[src/rtl/evctr_pkg.sv]
package evctr_pkg;
  localparam int NUM_CTR     = 8;
  localparam int CTR_W       = 64;
  localparam int REG_W       = 32;
  localparam int ID_W        = 11;
  localparam int SEL_W       = 8;
  localparam int ADDR_W      = 13;
  localparam int NUM_CHAN    = 2;
  localparam int SEL_PER_REG = REG_W / SEL_W;

  localparam logic [ADDR_W-1:0] A_GLOBAL = 13'h1C00;
  localparam logic [ADDR_W-1:0] A_CNTEN  = 13'h1C04;
  localparam logic [ADDR_W-1:0] A_TAG    = 13'h1C08;
  localparam logic [ADDR_W-1:0] A_TGTF   = 13'h1C14;
  localparam logic [ADDR_W-1:0] A_SRCF   = 13'h1C18;
  localparam logic [ADDR_W-1:0] A_MASK   = 13'h1C70;
  localparam logic [ADDR_W-1:0] A_STAT   = 13'h1C78;
  localparam logic [ADDR_W-1:0] A_CLR    = 13'h1C7C;
  localparam logic [ADDR_W-1:0] A_VER    = 13'h1CF0;
  localparam int SEL_BASE = 'h1C80;
  localparam int CNT_BASE = 'h1F00;

  localparam int GEN_BIT = 0;
  localparam int TAG_BIT = 4;

  localparam logic [SEL_W-1:0] EV_RX  = 8'h40;
  localparam logic [SEL_W-1:0] EV_TX  = 8'h5C;
  localparam logic [SEL_W-1:0] EV_CYC = 8'h78;

  // packed order matches the register layout: mask, enable, match value
  typedef struct packed {
    logic [ID_W-1:0] msk;
    logic            en;
    logic [ID_W-1:0] cmd;
  } filt_t;

  localparam int FILT_W = $bits(filt_t);

  typedef struct packed {
    logic                            globalEn;
    logic [NUM_CTR-1:0]              cntEn;
    logic [NUM_CTR-1:0][SEL_W-1:0]   evSel;
    logic [NUM_CTR-1:0]              cntWr;
    logic [CTR_W-1:0]                wrData;
    logic [NUM_CTR-1:0]              statClr;
    logic [NUM_CTR-1:0]              intMask;
    logic                            tagEn;
    filt_t                           srcFilt;
    filt_t                           tgtFilt;
  } ctrl_strb_t;

  function automatic logic [ADDR_W-1:0] cntAddr(input int n);
    return ADDR_W'(CNT_BASE + 8 * n);
  endfunction

  function automatic logic [ADDR_W-1:0] selAddr(input int n);
    return ADDR_W'(SEL_BASE + 4 * (n / SEL_PER_REG));
  endfunction

  function automatic logic filtPass(input filt_t f, input logic [ID_W-1:0] id);
    return !f.en || (((id ^ f.cmd) & ~f.msk) == '0);
  endfunction
endpackage

[src/rtl/evctr_ctrl.sv]
module evctr_ctrl
  import evctr_pkg::*;
#(
  parameter logic [REG_W-1:0] VERSION_ID = 32'h0000_0030
) (
  input  logic                           clk,
  input  logic                           rstN,
  input  logic [ADDR_W-1:0]              regAddr,
  input  logic                           regWrEn,
  input  logic [CTR_W-1:0]               regWrData,
  input  logic [NUM_CTR-1:0][CTR_W-1:0]  cntVal,
  input  logic [NUM_CTR-1:0]             statusVal,
  output ctrl_strb_t                     strb,
  output logic [CTR_W-1:0]               regRdData
);
  logic                          globalEn;
  logic [NUM_CTR-1:0]            cntEnR;
  logic [NUM_CTR-1:0][SEL_W-1:0] evSelR;
  logic [NUM_CTR-1:0]            maskR;
  logic                          tagEnR;
  filt_t                         srcF;
  filt_t                         tgtF;

  always_ff @(posedge clk or negedge rstN) begin
    if (!rstN) begin
      globalEn <= 1'b0;
      cntEnR   <= '0;
      evSelR   <= '0;
      maskR    <= '1;
      tagEnR   <= 1'b0;
      srcF     <= '0;
      tgtF     <= '0;
    end else if (regWrEn) begin
      if (regAddr == A_GLOBAL) globalEn <= regWrData[GEN_BIT];
      if (regAddr == A_CNTEN)  cntEnR   <= regWrData[NUM_CTR-1:0];
      if (regAddr == A_MASK)   maskR    <= regWrData[NUM_CTR-1:0];
      if (regAddr == A_TAG)    tagEnR   <= regWrData[TAG_BIT];
      if (regAddr == A_SRCF)   srcF     <= filt_t'(regWrData[FILT_W-1:0]);
      if (regAddr == A_TGTF)   tgtF     <= filt_t'(regWrData[FILT_W-1:0]);
      for (int n = 0; n < NUM_CTR; n++) begin
        if (regAddr == selAddr(n))
          evSelR[n] <= regWrData[SEL_W*(n%SEL_PER_REG) +: SEL_W];
      end
    end
  end

  always_comb begin
    strb.globalEn = globalEn;
    strb.cntEn    = cntEnR;
    strb.evSel    = evSelR;
    strb.wrData   = regWrData;
    strb.intMask  = maskR;
    strb.tagEn    = tagEnR;
    strb.srcFilt  = srcF;
    strb.tgtFilt  = tgtF;
    strb.statClr  = (regWrEn && regAddr == A_CLR) ? regWrData[NUM_CTR-1:0] : '0;
    for (int n = 0; n < NUM_CTR; n++)
      strb.cntWr[n] = regWrEn && (regAddr == cntAddr(n));
  end

  always_comb begin
    regRdData = '0;
    case (regAddr)
      A_GLOBAL: regRdData[GEN_BIT]       = globalEn;
      A_CNTEN:  regRdData[NUM_CTR-1:0]   = cntEnR;
      A_TAG:    regRdData[TAG_BIT]       = tagEnR;
      A_SRCF:   regRdData[FILT_W-1:0]    = srcF;
      A_TGTF:   regRdData[FILT_W-1:0]    = tgtF;
      A_MASK:   regRdData[NUM_CTR-1:0]   = maskR;
      A_STAT:   regRdData[NUM_CTR-1:0]   = statusVal;
      A_VER:    regRdData[REG_W-1:0]     = VERSION_ID;
      default:  ;
    endcase
    for (int n = 0; n < NUM_CTR; n++) begin
      if (regAddr == selAddr(n))
        regRdData[SEL_W*(n%SEL_PER_REG) +: SEL_W] = evSelR[n];
      if (regAddr == cntAddr(n))
        regRdData = cntVal[n];
    end
  end
endmodule

[src/rtl/evctr_reqqual.sv]
module evctr_reqqual
  import evctr_pkg::*;
(
  input  logic            reqValid,
  input  logic [ID_W-1:0] srcId,
  input  logic [ID_W-1:0] tgtId,
  input  logic            reqTag,
  input  filt_t           srcFilt,
  input  filt_t           tgtFilt,
  input  logic            tagEn,
  output logic            reqCount
);
  assign reqCount = reqValid && filtPass(srcFilt, srcId) && filtPass(tgtFilt, tgtId)
                    && (!tagEn || reqTag);
endmodule

[src/rtl/evctr_dp.sv]
module evctr_dp
  import evctr_pkg::*;
(
  input  logic                           clk,
  input  logic                           rstN,
  input  ctrl_strb_t                     strb,
  input  logic [NUM_CHAN-1:0]            reqValid,
  input  logic [NUM_CHAN-1:0][ID_W-1:0]  reqSrcId,
  input  logic [NUM_CHAN-1:0][ID_W-1:0]  reqTgtId,
  input  logic [NUM_CHAN-1:0]            reqTag,
  output logic [NUM_CTR-1:0][CTR_W-1:0]  cntVal,
  output logic [NUM_CTR-1:0]             statusVal,
  output logic                           irq
);
  logic [NUM_CHAN-1:0] reqOk;

  for (genvar c = 0; c < NUM_CHAN; c++) begin : g_chan
    evctr_reqqual u_qual (
      .reqValid (reqValid[c]),
      .srcId    (reqSrcId[c]),
      .tgtId    (reqTgtId[c]),
      .reqTag   (reqTag[c]),
      .srcFilt  (strb.srcFilt),
      .tgtFilt  (strb.tgtFilt),
      .tagEn    (strb.tagEn),
      .reqCount (reqOk[c])
    );
  end

  for (genvar i = 0; i < NUM_CTR; i++) begin : g_ctr
    logic             hit;
    logic             inc;
    logic             wrap;
    logic [CTR_W-1:0] cntR;
    logic             statR;

    always_comb begin
      case (strb.evSel[i])
        EV_RX:   hit = reqOk[0];
        EV_TX:   hit = reqOk[1];
        EV_CYC:  hit = 1'b1;
        default: hit = 1'b0;
      endcase
    end

    assign inc  = strb.globalEn && strb.cntEn[i] && hit;
    assign wrap = inc && !strb.cntWr[i] && (cntR == {CTR_W{1'b1}});

    always_ff @(posedge clk or negedge rstN) begin
      if (!rstN) begin
        cntR  <= '0;
        statR <= 1'b0;
      end else begin
        if (strb.cntWr[i])  cntR <= strb.wrData;
        else if (inc)       cntR <= cntR + CTR_W'(1);
        statR <= wrap || (statR && !strb.statClr[i]);
      end
    end

    assign cntVal[i]    = cntR;
    assign statusVal[i] = statR;
  end

  assign irq = |(statusVal & ~strb.intMask);
endmodule

[src/rtl/evctr_unit.sv]
module evctr_unit
  import evctr_pkg::*;
#(
  parameter logic [REG_W-1:0] VERSION_ID = 32'h0000_0030
) (
  input  logic              clk,
  input  logic              rstN,
  input  logic [ADDR_W-1:0] regAddr,
  input  logic              regWrEn,
  input  logic [CTR_W-1:0]  regWrData,
  output logic [CTR_W-1:0]  regRdData,
  input  logic              rxValid,
  input  logic [ID_W-1:0]   rxSrcId,
  input  logic [ID_W-1:0]   rxTgtId,
  input  logic              rxTag,
  input  logic              txValid,
  input  logic [ID_W-1:0]   txSrcId,
  input  logic [ID_W-1:0]   txTgtId,
  input  logic              txTag,
  output logic              irq
);
  ctrl_strb_t                    strb;
  logic [NUM_CTR-1:0][CTR_W-1:0] cntVal;
  logic [NUM_CTR-1:0]            statusVal;

  evctr_ctrl #(.VERSION_ID(VERSION_ID)) u_ctrl (
    .clk       (clk),
    .rstN      (rstN),
    .regAddr   (regAddr),
    .regWrEn   (regWrEn),
    .regWrData (regWrData),
    .cntVal    (cntVal),
    .statusVal (statusVal),
    .strb      (strb),
    .regRdData (regRdData)
  );

  evctr_dp u_dp (
    .clk       (clk),
    .rstN      (rstN),
    .strb      (strb),
    .reqValid  ({txValid, rxValid}),
    .reqSrcId  ({txSrcId, rxSrcId}),
    .reqTgtId  ({txTgtId, rxTgtId}),
    .reqTag    ({txTag, rxTag}),
    .cntVal    (cntVal),
    .statusVal (statusVal),
    .irq       (irq)
  );
endmodule

[config.mk]
export PLATFORM = sky130hd
export DESIGN_NAME = evctr_unit
export DESIGN_NICKNAME = d
export VERILOG_FILES = /design/src/rtl/evctr_pkg.sv /design/src/rtl/evctr_ctrl.sv /design/src/rtl/evctr_reqqual.sv /design/src/rtl/evctr_dp.sv /design/src/rtl/evctr_unit.sv
export SDC_FILE = /design/constraint.sdc
export NUM_CORES = 2
export LEC_CHECK = 0
export BUFFER_PORTS_ARGS = -buffer_cell sky130_fd_sc_hd__clkbuf_2
export CORE_ASPECT_RATIO = 0.7
export CORE_MARGIN = 4
export CORE_UTILIZATION = 40
export CTS_CLUSTER_SIZE = 30
export DETAILED_ROUTE_END_ITERATION = 8
export HOLD_SLACK_MARGIN = 0.1
export PLACE_DENSITY = 0.68
export SYNTH_ARGS = -nofsm -noshare
export SYNTH_HDL_FRONTEND = slang
export SYNTH_HIERARCHICAL = 1
export SYNTH_SLANG_ARGS = --single-unit
[constraint.sdc]
create_clock -name clk -period 4.05 [get_ports clk]
set_input_delay 0.405 -clock clk [delete_from_list [all_inputs] [get_ports clk]]
set_output_delay 0.405 -clock clk [all_outputs]
set_load 0.01 [all_outputs]
# Yosys cells after proc, flatten, opt, wreduce, memory -nomap -nowiden
# Index checks and enable logic that the tools add are counted.
# word_totals
memories,0
mem_bits_ro,0
latch_bits,0
inputBits,128
ff_bits,648
mem_bits_rw,0
out_inout_bits,65
word_cells,260
# classes
div,0
addsub,8
n_eq_ne,51
n_mux,46
bitwise_logic,12
n_mul,0
magnitude_cmp,0
n_reduce_logical,109
shifts,0
# op_table
op,n
64-bit two-way mux,24
"64-bit by 1-bit adder with 64-bit output, second input constant",8
"64-bit == test, second input constant",8
"13-bit == test, second input constant",19
"8-bit by 7-bit == test with 1-bit output, second input constant",24
8-bit two-way mux,9
1-bit logical AND,55
11-bit bitwise AND,4
11-bit zero test,4
11-bit bitwise XOR,4
15-bit one-hot mux with 2 select lines,1
1-bit one-hot mux with 3 select lines,8
11-bit NOT,2
1-bit zero test,19
3-bit one-hot mux with 6 select lines,1
2-bit AND reduction,8
2-bit nonzero test,8
3-bit one-hot mux with 5 select lines,1
1-bit logical OR,14
8-bit bitwise AND,1
8-bit NOT,1
8-bit OR reduction,1
1-bit one-hot mux with 7 select lines,1
1-bit one-hot mux with 6 select lines,1

# Logic depth before layout (Yosys ltp)
# depth
depth_word,18
mapped_depth,14
depth_no_buf,11

# Hierarchy
# Netlist, hierarchy kept.
# modules_own_cells
module,area_per_inst_um2,instances,cells_each,seq_area_each_um2
evctr_dp,31053.5,1,3687,13012.5
evctr_ctrl,11024.3,1,1319,3213.1
evctr_reqqual,310.3,2,40,0.0

# Worst setup path before layout
# Ideal clock, no wire load.
# synth_path
path_kind,in2reg
start,in regAddr[0]
end,reg u_dp.g_ctr[0].cntR[61]
n_path_buf,7
arrival_ps,3126
required_ps,3967
stages,12
path_slack_ps,842
setup_time_ps,83
cell_sequence,buf_2 > or4_1 > clkbuf_1 > nor4_4 > buf_2 > buf_1 > and2_1 > clkbuf_1 > buf_1 > clkbuf_1 > nand2_1 > o21ai_0
# synth_lines
element,line,source
from (decl),evctr_unit.sv:8,"input logic [ADDR_W-1:0] regAddr,"
to (signal assigned),evctr_dp.sv:54,if (strb.cntWr[i]) cntR <= strb.wrData;
to (signal assigned),evctr_dp.sv:55,else if (inc) cntR <= cntR + CTR_W'(1);
to (decl),evctr_dp.sv:34,logic [CTR_W-1:0] cntR;

# Final worst setup path
# layout_path
start,in regAddr[5]
end,out regRdData[20]
# layout_via
elab_chain_len,12
elab_cells_between_ends,23
cone_classes,eq/ne (12); mux (11)
# layout_rtl
element,line,source
13-bit == test,evctr_ctrl.sv:63,case (regAddr)
15-bit one-hot mux with 2 select lines,evctr_ctrl.sv:63,
64-bit two-way mux (2 in a row),evctr_ctrl.sv:77,if (regAddr == cntAddr(n))
8-bit two-way mux,evctr_ctrl.sv:75,if (regAddr == selAddr(n))
64-bit two-way mux (4 in a row),evctr_ctrl.sv:77,
8-bit two-way mux,evctr_ctrl.sv:75,
64-bit two-way mux,evctr_ctrl.sv:77,
64-bit two-way mux *,evctr_ctrl.sv:77,
to (decl),evctr_unit.sv:11,"output logic [CTR_W-1:0] regRdData,"
# Every way passes the cells marked *; elsewhere a longest branch is shown, timed or not.

==> flow_metrics.py <==
metrics = {
    "run_status": {
        "status": "finished clean",
    },
    "critical_path": {
        "slowest_stage": "nor3_1",
        "ff2ff_path_depth": 14,
        "critPathLaunch": "regAddr[5]",
        "cp-start-kind": "input pin",
        "rrSetupSlack_ps": 110,
        "crit_type": "in2out",
        "crit_fanout": 40,
        "max_stage_delay_ps": 540,
        "path_cells": "clkbuf_2, buf_4, nor4b_2, buf_12, nand2_1, o22ai_1, a2111oi_0, buf_4, nor3_1, a21o_1, clkbuf_2",
        "cp.required_ps": 3640,
        "endpoint_kind": "output port",
        "worstReg2RegStart": "u_ctrl/strb[9]$_DFFE_PN0P_",
        "crit_arrival_ps": 3590,
        "r2r-end": "u_dp/g_ctr[0].cntR[41]$_DFFE_PN0P_",
    },
    "synth": {
        "synth_top_family_by_area": "simple AND/OR/NAND/NOR gates",
        "ys.flop_type": "dfrtp_1",
        "syn_nets": 5222,
        "yosysSeqAreaShare_pct": 38.0,
        "synth_compound_area_share_pct": 14.5,
        "synth_xor_area_share_pct": 11.0,
        "ys_ff_latch": 648,
        "synth.distinct_cells": 91,
        "synth.area.mux_share_pct": 6.32,
        "syn-cell-area_um2": 42700,
        "synth-simple-area-share_pct": 24.7,
        "synth-edff-count": 0,
        "synthesis.instances": 5086,
        "synth_adder_area_share_pct": 0.234,
        "yosys_warnings": 6,
        "avgSynthCellArea_um2": 8.40,
        "async_flop_share_pct": 100,
    },
    "flow_run": {
        "timing.max_cap.violations": 0,
    },
    "floorplan": {
        "die_x_um": 399,
        "die_y_um": 281,
        "dieArea_um2": 112000,
        "core_area_um2": 105000,
        "start_util_pct": 40.6,
        "ioPinCount": 193,
        "fp-row-count": 99,
    },
    "sta": {
        "hold_viol": 0,
        "clock_skew_ps": 31.6,
        "worst_pin_slew_ps": 1130,
        "drv_slew": 0,
        "fin_tns_setup_ps": 0,
        "period_share_pct": 98.6,
        "setup_ws_ps": 58.5,
        "fin_crit_ps": 3990,
        "slew_headroom_pct": 24.0,
        "rsz0062_at_grt": "false",
        "max_freq_mhz": 251,
        "finalSetupViolations": 0,
    },
    "final_layout": {
        "num-fill-cells": 10400,
        "final_util_pct": 45.8,
        "nNetsFinal": 5318,
        "synthToLayoutAreaGrowth_pct": 12.7,
        "drive_gt1_share_pct": 15.9,
    },
    "placement": {
        "dpl.hpwl_mm": 157,
        "globalplace.congestion": 1.03,
        "pre_cts_ws_ps": 85.8,
        "portBuffers": 192,
    },
    "cts": {
        "htree_num_levels": 3,
        "cts_sinks": 648,
        "cts_root_buf": "clkbuf_16",
        "clk_pin_slew_worst_paths_ps": 60,
        "cts_buffers": 73,
        "insertion_delay_ps": 680,
        "cts_max_path_buffers": 3,
        "cts_tree": "done",
    },
    "worst_hold_path": {
        "min_from": "regWrData[52]",
        "whs_path_depth": 3,
        "hold_class": "in2reg",
        "worstHoldEndpoint": "u_dp/g_ctr[4].cntR[52]$_DFFE_PN0P_",
    },
    "routing": {
        "drt_iter0_drc": 7834,
        "via_per_inst": 6.53,
        "ant_nets": 0,
        "first_pass_iters": 7,
        "wl_per_cell_um": 30.9,
        "finalWirelength_mm": 206,
        "drc": 0,
        "num_vias": 43500,
    },
    "pwr": {
        "powerDensity_nw_per_um2": 298,
        "ir_worst_vdd_uv": 246,
        "p_leak_uw": 0.0182,
    },
    "global_routing": {
        "grt_overflow": 0,
        "antenna_found_initial": 13,
        "grt_start_max_net_pins": 113,
        "grt_pass1_wl_mm": 287,
        "track_usage_pct": 35.4,
        "first_global_vias": 38200,
    },
}
[how the worst max path moves through the flow]
| stage | endpoint | depth (start not counted) |
|---|---|---|
| final | regRdData[20] | 11 |
| after global routing | u_dp/g_ctr[5].cntR[63]$_DFFE_PN0P_ | 13 |
| after CTS | u_dp/g_ctr[1].cntR[53]$_DFFE_PN0P_ | 13 |
| after detailed placement | u_dp/g_ctr[1].cntR[53]$_DFFE_PN0P_ | 14 |
| after global placement | u_dp/g_ctr[1].cntR[53]$_DFFE_PN0P_ | 14 |
| after floorplan | u_dp/g_ctr[0].cntR[61]$_DFFE_PN0P_ | 12 |
[state kept, by name, indices dropped and copies added, names as in the netlist]
register / flops
u_ctrl/maskR: 8
u_ctrl/globalEn: 1
u_ctrl/tagEnR: 1
u_ctrl/strb: 110
u_ctrl/cntEnR: 8
u_dp/g_ctr.cntR: 512
u_dp/g_ctr.statR: 8
[metal layers]
metal / share of wire (%) / wire length (um) / vias up / track usage [%]
met3: 18 / 37100 / 359 / 17.9
met5: 0.024 / 50 / - / 0
li1: - / - / 18400 / -
met4: 2.9 / 5920 / 6 / 8.45
met2: 36 / 75000 / 3276 / 43.5
met1: 43 / 87500 / 21400 / 53.6
[logic make-up after synthesis]
kind of cell               count (synthesis)
muxes                                    242
adders and majority gates                  8
xor gates and xnor gates                 534
and+or+nand+nor                         2122
DFF                                      648
buffers and inverters                    512
AOI/OAI and AO/OA                       1020
[synthesized netlist by cell type, types with 74 or more instances]
cell type  number  share of area (%)
inv_1         103               0.91
o21ai_0       496                5.8
o22ai_1        88                1.3
buf_4          74                1.3
clkbuf_1      210                1.8
nor4_1        159                2.3
nand2_1       785                6.9
dfrtp_1       640                 38
a21oi_1       115                1.3
xor2_1        137                2.8
nor3_1        252                3.0
a22oi_1        95                1.7
buf_1          76               0.67
nor2_1        242                2.1
nand4_1       184                2.7
nand3_1       238                2.8
mux2_2        200                5.3
xnor2_1       397                8.1
[final cells by class]
type	instances	area, um^2	area share [%]
multi-input combinational	3926	24300	50.5
tap	1414	1770	3.68
inverter	106	398	0.827
timing repair buffer	427	3040	6.31
clock buffer	103	2120	4.41
sequential	648	16200	33.7
antenna	6	15.0	0.0312
clock inverter	24	239	0.497
[timing repair]
| item | in CTS | in global routing |
|---|---|---|
| buffers inserted | 0 | 5 |
| hold endpoints to repair | 59 | 0 |
| setup endpoints to repair | 0 | 13 |
| hold buffers | 1 | 0 |
| gates resized for setup | 0 | 2 |
[layout by cell type, fill, tap and decap left out, types with 17 or more instances in the layout]
cell type / count
and3_1: 61
nand4_1: 184
o21ai_0: 496
buf_4: 210
clkbuf_16: 75
o21ai_1: 42
clkbuf_2: 190
a21oi_1: 115
dfrtp_1: 640
nand3_1: 238
nor4_1: 158
and4_1: 19
o221ai_1: 17
nor3_1: 252
xor2_1: 137
xnor2_1: 397
o22ai_1: 88
mux2_2: 200
buf_12: 24
nand2_1: 784
or3_1: 20
nor2_1: 239
a22oi_1: 95
inv_1: 103
a31oi_1: 19
and2_1: 30
a221oi_1: 21
mux2i_1: 38
[power breakdown]
part | switching (uW) | total (uW) | internal [uW]
Sequential | 43.6 | 6540 | 6500
Combinational | 668 | 856 | 188
Clock | 3020 | 6930 | 3900
Total | 3730 | 14300 | 10600
[stage by stage]
step           hold slack (ps)  area [um^2]  total power (uW)  std cells
2_1_floorplan              109        42700              6940       5086
3_3_place_gp               503        45700              7460       6515
3_5_place_dp               506        45700              7460       6515
4_1_cts                    199        48000             14300       6643
5_1_grt                    241        48100             14600       6649
6_report                   263        48100             14300       6654
[worst max-delay path, delay by kind of cell]
kind,cells,cell delay (ps)
buffers and inverters,5,1180
and+or+nand+nor,3,1150
AOI/OAI and AO/OA,3,840
No activity file was read; power rests on OpenSTA's default activity.
